`src/rtl/irq_poll_pkg.sv`:
```
package irq_poll_pkg;
  typedef enum logic {
    LVL_LOW  = 1'b0,
    LVL_HIGH = 1'b1
  } irq_lvl_e;
endpackage

```
`src/rtl/irq_snap.sv`:
```
module irq_snap #(
  parameter int N = 6
) (
  input  logic         clk,
  input  logic         rst_n,
  input  logic [N-1:0] flags_i,
  output logic [N-1:0] snap_o
);
  always_ff @(posedge clk) begin
    if (!rst_n) snap_o <= '0;
    else        snap_o <= flags_i;
  end
endmodule

```
`src/rtl/irq_first.sv`:
```
module irq_first #(
  parameter int N  = 6,
  parameter int IW = 3
) (
  input  logic [N-1:0]  req_i,
  output logic          any_o,
  output logic [IW-1:0] idx_o,
  output logic [N-1:0]  oh_o
);
  always_comb begin
    any_o = 1'b0;
    idx_o = '0;
    oh_o  = '0;
    for (int i = N - 1; i >= 0; i--) begin
      if (req_i[i]) begin
        any_o    = 1'b1;
        idx_o    = IW'(i);
        oh_o     = '0;
        oh_o[i]  = 1'b1;
      end
    end
  end
endmodule

```
`src/rtl/irq_level_track.sv`:
```
module irq_level_track
  import irq_poll_pkg::*;
(
  input  logic     clk,
  input  logic     rst_n,
  input  logic     take_i,
  input  irq_lvl_e take_lvl_i,
  input  logic     reti_i,
  output logic     lo_busy_o,
  output logic     hi_busy_o
);
  logic lo_q, hi_q;

  always_ff @(posedge clk) begin
    if (!rst_n) begin
      lo_q <= 1'b0;
      hi_q <= 1'b0;
    end else if (take_i) begin
      if (take_lvl_i == LVL_HIGH) hi_q <= 1'b1;
      else                        lo_q <= 1'b1;
    end else if (reti_i) begin
      if (hi_q) hi_q <= 1'b0;
      else      lo_q <= 1'b0;
    end
  end

  assign lo_busy_o = lo_q;
  assign hi_busy_o = hi_q;


  hi_not_nested_chk: assert property (@(posedge clk) disable iff (!rst_n)
    (take_i && take_lvl_i == LVL_HIGH) |-> !hi_q);

  lo_needs_idle_chk: assert property (@(posedge clk) disable iff (!rst_n)
    (take_i && take_lvl_i == LVL_LOW) |-> (!hi_q && !lo_q));

  reti_hi_clear_chk: assert property (@(posedge clk) disable iff (!rst_n)
    (reti_i && !take_i && hi_q) |=> !hi_q);

  reti_lo_clear_chk: assert property (@(posedge clk) disable iff (!rst_n)
    (reti_i && !take_i && !hi_q) |=> !lo_q);
endmodule

```
`src/rtl/irq_poll_ctrl.sv`:
```
module irq_poll_ctrl
  import irq_poll_pkg::*;
#(
  parameter int          N_SRC    = 6,
  parameter int unsigned AUTO_CLR = 32'h15
) (
  input  logic                     clk,
  input  logic                     rst_n,
  input  logic [N_SRC-1:0]         irq_flag,
  input  logic [N_SRC-1:0]         irq_en,
  input  logic [N_SRC-1:0]         irq_pri,
  input  logic                     glob_en,
  input  logic                     instr_last,
  input  logic                     instr_reti,
  input  logic                     instr_ie_wr,
  output logic                     vec_fire,
  output logic [$clog2(N_SRC)-1:0] vec_idx,
  output logic [N_SRC-1:0]         flag_clr
);
  localparam int IW = $clog2(N_SRC);
  localparam logic [N_SRC-1:0] CLR_MASK = AUTO_CLR[N_SRC-1:0];

  logic [N_SRC-1:0] snap, elig, hi_req, lo_req, hi_oh, lo_oh;
  logic [IW-1:0]    hi_idx, lo_idx;
  logic             hi_any, lo_any, lo_busy, hi_busy;
  logic             bnd_ok, take_hi, take_lo, take;
  irq_lvl_e         take_lvl;

  irq_snap #(.N(N_SRC)) u_snap (
    .clk(clk), .rst_n(rst_n), .flags_i(irq_flag), .snap_o(snap)
  );

  assign elig   = snap & irq_en & {N_SRC{glob_en}};
  assign hi_req = elig & irq_pri;
  assign lo_req = elig & ~irq_pri;

  irq_first #(.N(N_SRC), .IW(IW)) u_pick_hi (
    .req_i(hi_req), .any_o(hi_any), .idx_o(hi_idx), .oh_o(hi_oh)
  );
  irq_first #(.N(N_SRC), .IW(IW)) u_pick_lo (
    .req_i(lo_req), .any_o(lo_any), .idx_o(lo_idx), .oh_o(lo_oh)
  );

  assign bnd_ok   = instr_last && !instr_reti && !instr_ie_wr;
  assign take_hi  = bnd_ok && hi_any && !hi_busy;
  assign take_lo  = bnd_ok && !hi_any && lo_any && !hi_busy && !lo_busy;
  assign take     = take_hi || take_lo;
  assign take_lvl = take_hi ? LVL_HIGH : LVL_LOW;

  irq_level_track u_lvl (
    .clk(clk), .rst_n(rst_n), .take_i(take), .take_lvl_i(take_lvl),
    .reti_i(instr_last && instr_reti),
    .lo_busy_o(lo_busy), .hi_busy_o(hi_busy)
  );

  always_ff @(posedge clk) begin
    if (!rst_n) begin
      vec_fire <= 1'b0;
      vec_idx  <= '0;
      flag_clr <= '0;
    end else begin
      vec_fire <= take;
      vec_idx  <= take_hi ? hi_idx : (take_lo ? lo_idx : '0);
      flag_clr <= take_hi ? (hi_oh & CLR_MASK) :
                  (take_lo ? (lo_oh & CLR_MASK) : '0);
    end
  end


  fire_at_boundary_chk: assert property (@(posedge clk) disable iff (!rst_n)
    vec_fire |-> $past(instr_last));

  no_fire_after_blocker_chk: assert property (@(posedge clk) disable iff (!rst_n)
    vec_fire |-> !$past(instr_reti || instr_ie_wr));

  fire_needs_global_chk: assert property (@(posedge clk) disable iff (!rst_n)
    vec_fire |-> $past(glob_en));

  clr_onehot_chk: assert property (@(posedge clk) disable iff (!rst_n)
    $onehot0(flag_clr));

  clr_only_on_fire_chk: assert property (@(posedge clk) disable iff (!rst_n)
    (|flag_clr) |-> vec_fire);
endmodule

```
`config.mk`:
```
export PLATFORM = sky130hd
export DESIGN_NAME = irq_poll_ctrl
export DESIGN_NICKNAME = d
export VERILOG_FILES = /design/src/rtl/irq_poll_pkg.sv /design/src/rtl/irq_snap.sv /design/src/rtl/irq_first.sv /design/src/rtl/irq_level_track.sv /design/src/rtl/irq_poll_ctrl.sv
export SDC_FILE = /design/constraint.sdc
export NUM_CORES = 1
export LEC_CHECK = 0
export BUFFER_PORTS_ARGS = -buffer_cell sky130_fd_sc_hd__buf_4
export CORE_MARGIN = 2
export CORE_UTILIZATION = 41
export CTS_BUF_LIST = sky130_fd_sc_hd__clkbuf_8
export CTS_CLUSTER_SIZE = 14
export DETAILED_ROUTE_END_ITERATION = 12
export PLACE_DENSITY = 0.83
export SYNTH_ARGS = -nofsm -noshare
export SYNTH_HDL_FRONTEND = slang
export SYNTH_SLANG_ARGS = --single-unit
```
`constraint.sdc`:
```
create_clock -name clk -period 1.6 [get_ports clk]
set_input_delay 0.32 -clock clk [delete_from_list [all_inputs] [get_ports clk]]
set_output_delay 0.32 -clock clk [all_outputs]
set_load 0.01 [all_outputs]
```
==> reports/qor.yml <==
outcome:
  run_status: "complete, no violations"
global_route:
  first_global_vias: 681
  antenna_found_initial: 0
  gr-total-overflow: 0
  grt_pass1_wl_mm: 2.79
  groute.usage.overall: 0.184
  grt_max_degree: 15
cells_and_area:
  antennaDiodeCount: 0
  syn2layout_area_growth_pct: 42.0
  drive_gt1_frac: 0.377
  stdcell_area_sq_um: 1070
  nets: 139
  final_cells: 139
  fill_cells: 163
  post-route-util: 0.622
synthesis:
  ys_seq_elements: 15
  synthFlopType: "dfxtp_1"
  syn_area_per_cell_sq_um: 9.58
  async_flop_share: 0
  synth_top_area_frac: 0.397
  synth_area_leaders: "dfxtp_1 40%, nand4_1 7.4%, nand4b_1 6.9%"
  synth_edf_count: 0
  syn_area_sq_um: 757
  ys_warn_count: 0
  ys_seq_area_frac: 0.397
  synthTopCellsByCount: "15 x dfxtp_1, 9 x nand4_1, 7 x and2_1"
  synth_cell_type_count: 27
  synth.most_common_cell: "dfxtp_1"
  synthCells: 79
  synth_area_leader_cell: "dfxtp_1"
timing:
  rsz0062_at_grt: "true"
  hold_ws_ps: 272
  finalClockSkew_ps: 3.44
  worst_slack_ps: 43.7
  fmax_mhz: 643
  min_period_ps: 1560
  slew_violations: 0
  setup_viol: 0
  hold_viol: 0
  finalSetupTns_ps: 0
  timing.final.crit_share: 0.973
clocking:
  root_buffer: "clkbuf_8"
  cts_tree: "built"
  cts.sinks: 15
  clockBufferDepth: 2
  numCtsBuffers: 3
  htreeDepth: 1
  clock_latency_ps: 250
  clkSlewWorstSetupHoldPaths_ps: 60
worst_setup_path:
  crit_path_start_kind: "flip-flop"
  r2r_setup_slack_ps: 40
  required_ps: 1760
  arrival_ps: 1720
  crit_start: "u_lvl.hi_busy_o$_SDFFE_PN0P_"
  cp_max_fo: 5
  endpoint_kind: "flip-flop"
  r2r-start: "u_lvl.hi_busy_o$_SDFFE_PN0P_"
  crit_type: "flip-flop to flip-flop"
power:
  power.total_uw: 805
  power_leakage_nw: 0.450
  power_per_cell_area_nw_per_um2: 749
  ir_worst_vdd_v: 0.000600
place:
  gp_congestion: 0.808
  dp_cells: 135
  portBuffers: 30
  dpl_worst_slack_ps: -77.6
  dp.final_hpwl_mm: 1.38
  placed_area_sq_um: 1020
flow_run:
  drv_cap: 0
die:
  start_util: 0.438
  die_y_um: 47.0
  dieArea_sq_um: 2210
  io_pins: 34
  rows: 15
  coreArea_sq_um: 1730
  die_x_um: 47.0
drt:
  drc: 0
  finalWirelength_mm: 1.72
  num_vias: 750
  drt_pre_antenna_iters: 4
  ant_nets: 0
  wl_per_cell_um: 12.4
  post_drt_via_cell_ratio: 5.40
  drt_iter0_drc: 7
min_path:
  min_path_type: "primary input to flip-flop"
  min_from: "irq_flag[0]"
[layer usage]
layer	GRT usage	routed length, um
met2	0.312	803
met4	0.133	53
met1	0.199	745
met5	0	0
met3	0.0423	116
[where the power goes]
part	leakage (nW)	switching (mW)	internal, mW
clock network	0.0255	0.133	0.172
logic	0.302	0.0478	0.0628
registers	0.123	0.00527	0.384
[path summary, 6_finish.rpt]
check                                  to  cells past startpoint
min           u_snap.snap_o[0]$_SDFF_PN0_                      2
min reg2reg  u_lvl.lo_busy_o$_SDFFE_PN0P_                      2
max                flag_clr[2]$_SDFF_PN0_                      4
max reg2reg        flag_clr[2]$_SDFF_PN0_                      4
[timing repair]
action	CTS	global route
endpoints found under the setup margin	0	2
buffers inserted	0	0
gates resized for setup	0	1
hold buffers	0	0
hold endpoints to repair	0	0
[critical path: stages (launching register included)]
cell and delay, ps:
dfxtp_1 310, or4b_4 490, nor3b_2 190, o2111ai_2 190
o32ai_2 290
[logic make-up after synthesis]
| family | Yosys count | share of synthesized area |
|---|---|---|
| AO/OA/AOI/OAI | 18 | 0.180 |
| buffers and inverters | 5 | 0.0413 |
| flip-flops | 15 | 0.397 |
| other | 1 | 0.00495 |
| AND/OR/NAND/NOR | 40 | 0.377 |
[layout by cell type (no fill, tap or decap)]
cell / count
and4_1: 2
nand2_1: 6
nor3b_1: 1
clkbuf_8: 3
o211ai_1: 1
a21o_1: 1
dfxtp_1: 15
nand4b_1: 6
o2111ai_2: 1
and2_1: 7
o21a_1: 1
nor4b_4: 1
o22ai_1: 3
o32ai_1: 1
nand4_1: 9
conb_1: 3
buf_4: 34
or4b_4: 1
o21ai_0: 5
clkinv_2: 1
o32ai_2: 1
nor3_1: 1
and4b_1: 2
a21boi_0: 4
nand3_1: 2
nor3b_2: 1
nor4b_1: 1
[sequential cells by signal (all words and copies together) (netlist names)]
| signal | flops |
|---|---|
| flag_clr | 3 |
| vec_fire | 1 |
| u_lvl.lo_busy_o | 1 |
| u_snap.snap_o | 6 |
| u_lvl.hi_busy_o | 1 |
| vec_idx | 3 |
[area by class of cell]
type	count	area [sq um]	share of cell area
tap	25	31.3	0.0291
sequential	15	300	0.279
timing repair buffer	34	255	0.237
multi-input combinational	61	442	0.411
clock buffer	3	41.3	0.0384
clock inverter	1	5.00	0.00466
Note: power is estimated with default switching activity, not from simulation.
